--- config.mk ---
export PLATFORM = sky130hd
export DESIGN_NAME = opfwd_hazard_unit
export DESIGN_NICKNAME = d
export VERILOG_FILES = /design/src/rtl/fwd_pkg.sv /design/src/rtl/fwd_src_decode.sv /design/src/rtl/fwd_select.sv /design/src/rtl/fwd_hazard.sv /design/src/rtl/opfwd_hazard_unit.sv
export SDC_FILE = /design/constraint.sdc
export NUM_CORES = 1
export LEC_CHECK = 0
export BUFFER_PORTS_ARGS = -buffer_cell sky130_fd_sc_hd__buf_4
export CAP_MARGIN = 20
export CELL_PAD_IN_SITES_DETAIL_PLACEMENT = 1
export CELL_PAD_IN_SITES_GLOBAL_PLACEMENT = 1
export CORE_AREA = 4 4 146 148
export DETAILED_ROUTE_END_ITERATION = 6
export DIE_AREA = 0 0 150 152
export GPL_TIMING_DRIVEN = 0
export PLACE_DENSITY = 0.69
export SLEW_MARGIN = 15
export SYNTH_ARGS = -nofsm -noshare
export SYNTH_HDL_FRONTEND = slang
export SYNTH_SLANG_ARGS = --single-unit
--- constraint.sdc ---
create_clock -name vclk -period 3.8
set_input_delay 0.57 -clock vclk [all_inputs]
set_output_delay 0.57 -clock vclk [all_outputs]
set_load 0.01 [all_outputs]
--- src/rtl/fwd_pkg.sv ---
// Shared opcode encoding and constants for the forwarding/hazard unit.
package fwd_pkg;
    localparam int XLEN  = 32;
    localparam int REG_W = 4;
    localparam int NSTG  = 3;   // execute, memory, writeback (index 0 = youngest)

    typedef enum logic [3:0] {
        OP_ADD  = 4'h0,
        OP_NAND = 4'h1,
        OP_ADDI = 4'h2,
        OP_LW   = 4'h3,
        OP_SW   = 4'h4,
        OP_BR   = 4'h5,
        OP_JALR = 4'h6,
        OP_HALT = 4'h7,
        OP_BLT  = 4'h8,
        OP_BGT  = 4'h9,
        OP_LEA  = 4'hA
    } opcode_e;
endpackage

--- src/rtl/fwd_src_decode.sv ---
// Source-register decoder.
// Maps the decode-stage opcode to the two register-file read addresses and
// flags saying whether each source is really read.
// Assumes the register fields sit at [27:24], [23:20] and [3:0].
module fwd_src_decode
    import fwd_pkg::*;
#(
    parameter int REG_W_P = REG_W
) (
    input  logic [3:0]         opcode,
    input  logic [REG_W_P-1:0] fld_hi,   // bits [27:24]
    input  logic [REG_W_P-1:0] fld_mid,  // bits [23:20]
    input  logic [REG_W_P-1:0] fld_lo,   // bits [3:0]
    output logic [REG_W_P-1:0] src_a,
    output logic [REG_W_P-1:0] src_b,
    output logic               use_a,
    output logic               use_b
);
    // Choose the read fields and usage flags from the opcode.
    always_comb begin
        src_a = fld_mid;
        src_b = fld_hi;
        use_a = 1'b0;
        use_b = 1'b0;
        unique case (opcode)
            OP_ADD, OP_NAND: begin
                src_b = fld_lo;
                use_a = 1'b1;
                use_b = 1'b1;
            end
            OP_SW, OP_BLT, OP_BGT: begin
                use_a = 1'b1;
                use_b = 1'b1;
            end
            OP_ADDI, OP_LW, OP_JALR: begin
                use_a = 1'b1;
            end
            default: begin
                use_a = 1'b0;
                use_b = 1'b0;
            end
        endcase
    end
endmodule

--- src/rtl/fwd_select.sv ---
// Per-source forwarding selector.
// Replaces a register-file value with the value of the youngest enabled stage
// whose destination matches the source. Register 0 and unread sources never match.
// Assumes stage index 0 is the youngest.
module fwd_select #(
    parameter int XLEN_P  = 32,
    parameter int REG_W_P = 4,
    parameter int NSTG_P  = 3
) (
    input  logic [REG_W_P-1:0] src,
    input  logic               use_src,
    input  logic [XLEN_P-1:0]  rf_val,
    input  logic [REG_W_P-1:0] stg_dst [NSTG_P],
    input  logic               stg_wen [NSTG_P],
    input  logic [XLEN_P-1:0]  stg_val [NSTG_P],
    output logic [XLEN_P-1:0]  opnd
);
    logic [NSTG_P-1:0] hit;
    logic              src_nonzero;

    assign src_nonzero = (src != '0);

    // One match comparator per later stage.
    for (genvar i = 0; i < NSTG_P; i++) begin : g_match
        assign hit[i] = use_src && src_nonzero && stg_wen[i] && (stg_dst[i] == src);
    end

    // Oldest first, so younger matches overwrite older ones.
    always_comb begin
        opnd = rf_val;
        for (int i = NSTG_P - 1; i >= 0; i--) begin
            if (hit[i]) opnd = stg_val[i];
        end
    end

    // Guard the pass-through cases.
    always_comb begin
        if (hit == '0) begin
            AST_NOHIT_PASSTHRU: assert (opnd == rf_val);
        end
        if (src == '0) begin
            AST_ZERO_REG_PASSTHRU: assert (opnd == rf_val);
        end
    end
endmodule

--- src/rtl/fwd_hazard.sv ---
// Load-use detector.
// Raises stall when a load in execute writes a nonzero register that the
// decode-stage instruction reads.
module fwd_hazard #(
    parameter int REG_W_P = 4
) (
    input  logic [REG_W_P-1:0] src_a,
    input  logic [REG_W_P-1:0] src_b,
    input  logic               use_a,
    input  logic               use_b,
    input  logic [REG_W_P-1:0] ex_dst,
    input  logic               ex_wen,
    input  logic               ex_is_load,
    output logic               stall
);
    logic ld_pending;
    logic dep_a, dep_b;

    // Compare the pending load destination with each read source.
    always_comb begin
        ld_pending = ex_is_load && ex_wen && (ex_dst != '0);
        dep_a      = use_a && (src_a == ex_dst);
        dep_b      = use_b && (src_b == ex_dst);
        stall      = ld_pending && (dep_a || dep_b);
    end

    // A stall always traces back to a nonzero, enabled load.
    always_comb begin
        if (stall) begin
            AST_STALL_NEEDS_LOAD: assert (ex_is_load && ex_wen && (ex_dst != '0));
        end
    end
endmodule

--- src/rtl/opfwd_hazard_unit.sv ---
// Operand forwarding and load-use hazard unit (top).
// Decodes the source registers of the decode-stage instruction and corrects
// both operands from the execute, memory and writeback stages. Flags load-use
// hazards and offers a no-operation word to the execute buffer while stalled.
// Assumes 32-bit instructions with the opcode in [31:28].
module opfwd_hazard_unit
    import fwd_pkg::*;
#(
    parameter int XLEN_P  = XLEN,
    parameter int REG_W_P = REG_W
) (
    input  logic [31:0]        id_instr,
    input  logic [XLEN_P-1:0]  rf_data_a,
    input  logic [XLEN_P-1:0]  rf_data_b,
    input  logic [REG_W_P-1:0] ex_dst,
    input  logic               ex_wen,
    input  logic               ex_is_load,
    input  logic [XLEN_P-1:0]  ex_result,
    input  logic [REG_W_P-1:0] mem_dst,
    input  logic               mem_wen,
    input  logic               mem_is_load,
    input  logic [XLEN_P-1:0]  mem_result,
    input  logic [XLEN_P-1:0]  mem_load_data,
    input  logic [REG_W_P-1:0] wb_dst,
    input  logic               wb_wen,
    input  logic               wb_is_load,
    input  logic [XLEN_P-1:0]  wb_result,
    input  logic [XLEN_P-1:0]  wb_load_data,
    output logic [REG_W_P-1:0] rf_addr_a,
    output logic [REG_W_P-1:0] rf_addr_b,
    output logic [XLEN_P-1:0]  opnd_a,
    output logic [XLEN_P-1:0]  opnd_b,
    output logic               stall,
    output logic [31:0]        ex_instr_next
);
    localparam int          NSRC     = 2;
    localparam logic [31:0] NOOP_INS = 32'h0000_0000;

    logic [REG_W_P-1:0] src   [NSRC];
    logic               use_s [NSRC];
    logic [XLEN_P-1:0]  rfv   [NSRC];
    logic [XLEN_P-1:0]  opnd  [NSRC];
    logic [REG_W_P-1:0] stg_dst [NSTG];
    logic               stg_wen [NSTG];
    logic [XLEN_P-1:0]  stg_val [NSTG];

    fwd_src_decode #(.REG_W_P(REG_W_P)) u_dec (
        .opcode (id_instr[31:28]),
        .fld_hi (id_instr[27:24]),
        .fld_mid(id_instr[23:20]),
        .fld_lo (id_instr[3:0]),
        .src_a  (src[0]),
        .src_b  (src[1]),
        .use_a  (use_s[0]),
        .use_b  (use_s[1])
    );

    // Gather per-stage candidates; loads supply their memory data.
    always_comb begin
        stg_dst[0] = ex_dst;
        stg_wen[0] = ex_wen;
        stg_val[0] = ex_result;
        stg_dst[1] = mem_dst;
        stg_wen[1] = mem_wen;
        stg_val[1] = mem_is_load ? mem_load_data : mem_result;
        stg_dst[2] = wb_dst;
        stg_wen[2] = wb_wen;
        stg_val[2] = wb_is_load ? wb_load_data : wb_result;
        rfv[0]     = rf_data_a;
        rfv[1]     = rf_data_b;
    end

    for (genvar s = 0; s < NSRC; s++) begin : g_src
        fwd_select #(
            .XLEN_P (XLEN_P),
            .REG_W_P(REG_W_P),
            .NSTG_P (NSTG)
        ) u_sel (
            .src    (src[s]),
            .use_src(use_s[s]),
            .rf_val (rfv[s]),
            .stg_dst(stg_dst),
            .stg_wen(stg_wen),
            .stg_val(stg_val),
            .opnd   (opnd[s])
        );
    end

    fwd_hazard #(.REG_W_P(REG_W_P)) u_haz (
        .src_a     (src[0]),
        .src_b     (src[1]),
        .use_a     (use_s[0]),
        .use_b     (use_s[1]),
        .ex_dst    (ex_dst),
        .ex_wen    (ex_wen),
        .ex_is_load(ex_is_load),
        .stall     (stall)
    );

    // Drive outward-facing addresses, operands and the execute-buffer word.
    always_comb begin
        rf_addr_a     = src[0];
        rf_addr_b     = src[1];
        opnd_a        = opnd[0];
        opnd_b        = opnd[1];
        ex_instr_next = stall ? NOOP_INS : id_instr;
    end

    // Port-level checks across the decoder and the hazard detector.
    always_comb begin
        if (stall) begin
            AST_STALL_MATCHES_SRC: assert ((ex_dst == rf_addr_a) || (ex_dst == rf_addr_b));
        end
        if (id_instr[31:28] == 4'h5 || id_instr[31:28] == 4'h7 || id_instr[31:28] == 4'hA) begin
            AST_NOREAD_NO_STALL: assert (!stall);
        end
        if (!stall) begin
            AST_PASS_INSTR: assert (ex_instr_next == id_instr);
        end
    end
endmodule

After elaboration in Yosys (flattened, before gate mapping)
Index checks and enable logic that the tools add are counted.

Eq/ne operators: 15. Reduce and logical (&&, ||, !) cells: 27. Mux-type cells: 12.

Operators with widths (number): 32-bit two-way mux (9); 4-bit == test (8); 1-bit logical AND (19); 4-bit nonzero test (3); 4-bit by 2-bit == test with 1-bit output (second input constant) (2); 4-bit by 3-bit == test with 1-bit output (second input constant) (2); 4-bit == test (second input constant) (2); 8-bit OR reduction (1); 5-bit OR reduction (1); 4-bit by 1-bit == test with 1-bit output (second input constant) (1); 4-bit logical NOT (1); 4-bit two-way mux (1); 1-bit two-way mux (2); 2-bit OR reduction (1); 1-bit logical OR (1).

Bits in registers: 0. Output and inout bits: 105. Logic and storage cells: 54. Input bits: 274.

Longest topological paths before layout
Word-level depth: 10. Depth in mapped cells: 10. Gate-level depth less buffers: 7.

Cells and area by module
From an unflattened synthesis, not the netlist that was laid out.

Cells, all modules: 402. Area, all modules: 3679.8 sq um.

By module, submodules not included: fwd_select (cells each 134, times used 2, sequential area each 0.0 sq um, area an instance 1052.3 sq um); opfwd_hazard_unit (cells each 107, times used 1, sequential area each 0.0 sq um, area an instance 1360.1 sq um); fwd_hazard (cells each 15, times used 1, sequential area each 0.0 sq um, area an instance 107.6 sq um); fwd_src_decode (cells each 12, times used 1, sequential area each 0.0 sq um, area an instance 107.6 sq um).

Worst setup path after synthesis
OpenSTA, ideal clock, no wires.

Kind: in2out. From: input port id_instr[29]. To: output port opnd_b[21]. Setup slack: 776 ps. Arrival: 2454 ps. Stages on the path: 8. Data required time: 3230 ps. Cell sequence: clkbuf_1 or4b_1 nor3_1 a31oi_1 a211oi_2 nand3_1 clkbuf_1 o22ai_1.

Cells in the longest elaborated chain, start to end: 10.

RTL lines: from (decl) (RTL line opfwd_hazard_unit.sv:12) `input logic [31:0] id_instr,`; 4-bit by 1-bit == test with 1-bit output / 4-bit logical NOT (equally long branches) (RTL line fwd_src_decode.sv:25) `unique case (opcode)`; 2-bit OR reduction; 4-bit two-way mux (RTL line fwd_src_decode.sv:25); 4-bit nonzero test (RTL line fwd_select.sv:21) `assign src_nonzero = (src != '0);`; 1-bit logical AND (3 in a row) (RTL line fwd_select.sv:25) `assign hit[i] = use_src && src_nonzero && stg_wen[i] && (stg_dst[i] == src);`; 32-bit two-way mux (2 in a row) (RTL line fwd_select.sv:32) `if (hit[i]) opnd = stg_val[i];`; 32-bit two-way mux (*) (RTL line fwd_select.sv:32); to (decl) (RTL line opfwd_hazard_unit.sv:32) `output logic [XLEN_P-1:0] opnd_b,`.

Every way passes the cells marked *; elsewhere a longest branch is shown, timed or not.

Final worst setup path
From: input port id_instr[29]. To: output port opnd_b[22].

The elaborated chain is that of the path after synthesis.

==> qor.txt <==
Worst path max stage delay: 0.58 ns
busiest grt layer: met2
commonest non-fill, non-tap cell in the layout: buf_4
Top Family by Delay on Critical Path: simple AND/OR/NAND/NOR gates
hpwl dp: 21600 um
initial antenna violation count: 0
Worst Hold Class: in2out
Syn-to-layout area delta: 82.6%
leakage power: 0.00338 uW
CLK BUF: 0
simple-gate share of the synthesized area: 35.5%
CP most frequent cell: buf_4
Final Max Slew Viols: 0
final hold viol count: 0
CP endpoint kind: primary output
Slew HR: 44.2%
gr usage total: 20.9%
DRC: 0
Final Non-Filler Cells: 1241
hold_sp: id_instr[22]
Die X: 150 um
CTS Hold Buffers Added: 0
vias: 5936
num sequential: 0
routed wire length: 25900 um
Crit path buffers/inverters: 4
Placed Area: 7060 um^2
layout cells sized above 1: 51.2%
crit path time final: 3.64 ns
global-route wire length before repair: 38000 um
unrepaired setup endpoints after global routing: yes
Total Nets Final: 1247
vias in the first global route: 6386
mux contribution to synthesized area: 18.3%
register area share after synthesis: 0%
Post-Syn Instances: 596
PwrDens: 113 nW/um^2
crit start category: primary input
DR vias/cell: 4.78
routing usage on met2: 39.5%
placed cells: 1239
largest area contributor in the netlist: o22ai_2
syn nets: 870
M3 GR Usage: 3.75%
Synth Area in Adders: 0%
Port Buffers: 372
fin area: 7160 um^2
largest family of logic cells by synthesized area: simple AND/OR/NAND/NOR gates
wire per inst: 20.9 um
outcome: completed
total global routing overflow: 0
post-synthesis compound-gate area fraction: 30.2%
Max Freq: 275 MHz
mean post-synth cell area: 6.58 um^2
final hold slack: 1.32 ns
Final Cycle Share: 95.8%
Die Area: 22800 um^2
Ports: 379
CP Data Required Time: 3.23 ns
Max Cap Viol: 0
Crit Path Max Fanout: 10
synth warn: 0
DR pass1 iterations: 4
final setup fails: 0
commonest non-fill, non-tap cells in the layout: 378 x buf_4, 68 x nor2_1, 44 x o22ai_2, 38 x inv_1
remaining antenna violation count after routing: 0
initial core utilization: 19.6%
CP Launch Point: id_instr[29]
Register Area: 0 um^2
xor and xnor fraction of the mapped netlist area: 4.47%
CP cell instances: buf_4, clkbuf_1, or4b_1, nor3_1, a31oi_1, a211oi_2, nand3_4, clkbuf_2, o21ai_0, o22ai_1, buf_4
Fin Setup TNS: 0 ns
Rows: 52
Post-Syn Area: 3920 um^2
Initial DRC Count: 196
Slowest cell on crit path: or4b_1
antenna cells: 0
library cells used by synthesis: 45
met1 global-route usage: 25.1%
Core Area: 20000 um^2
Crit Path Class: in2out
top cell type's share of synthesized area: 14.0%
Total Power: 810 uW
arrival time worst endpoint: 3.07 ns
Placer Congestion: 0.835
largest net degree at the start of global routing: 11
die height: 152 um
worst-margin pin slew: 0.837 ns
top cells by area, synth: o22ai_2 14%, mux2_2 9.8%, mux2i_1 7.9%
peak supply drop: 0.0469 mV
metrics by stage:
step	setup WS, ns	utilization, %
detailed placement	-0.380	35.2
global placement	-0.396	35.2
floorplan	0.776	-
global route	-0.0362	35.7
CTS	0.0149	35.6
finish	0.161	35.7
synth_stat cells (8+ instances only):
cell / instances
a31oi_1: 33
buf_6: 8
clkbuf_1: 41
inv_1: 38
mux2_2: 34
mux2i_1: 31
nand2_1: 35
nand2b_1: 32
nor2_1: 70
nor2b_1: 33
nor3_1: 36
o21ai_0: 32
o22ai_1: 22
o22ai_2: 44
or3_1: 34
xor2_1: 14
kinds of logic (layout without fill, tap and decap cells):
group / after synthesis / after routing
and+or+nand+nor: 266 / 266
muxes: 66 / 66
buffers and inverters: 99 / 474
AOI/OAI and AO/OA: 145 / 145
xor gates and xnor gates: 20 / 20
worst paths after layout:
path	to	slack (ns)	cells after the start
worst min-delay path	rf_addr_a[2]	1.32	2
worst max-delay path	opnd_b[22]	0.16	11
where the power goes:
group	internal, uW	leakage, uW	switching [uW]
registers	0	0	0
logic	446	0.00338	365
clock network	0	0	0
metal layers:
metal / routed length (um) / vias to the layer above / share of wire [%]
met5: 0 / - / 0
met4: 261 / 0 / 1.0
met3: 1950 / 14 / 7.5
met2: 13300 / 225 / 51
met1: 10400 / 2810 / 40
li1: - / 2887 / -
cell type report:
cell class,instances,area (um^2)
buffer,61,329
multi-input combinational,497,3520
inverter,38,143
fill,2635,12900
timing repair buffer,375,2830
tap,270,338
what timing repair did:
item | CTS | global route
gates resized for setup | 13 | 14
pin swaps | 1 | 0
endpoints found under the setup margin | 64 | 73
setup buffers | 2 | 0
No activity file was read; power rests on OpenSTA's default activity.
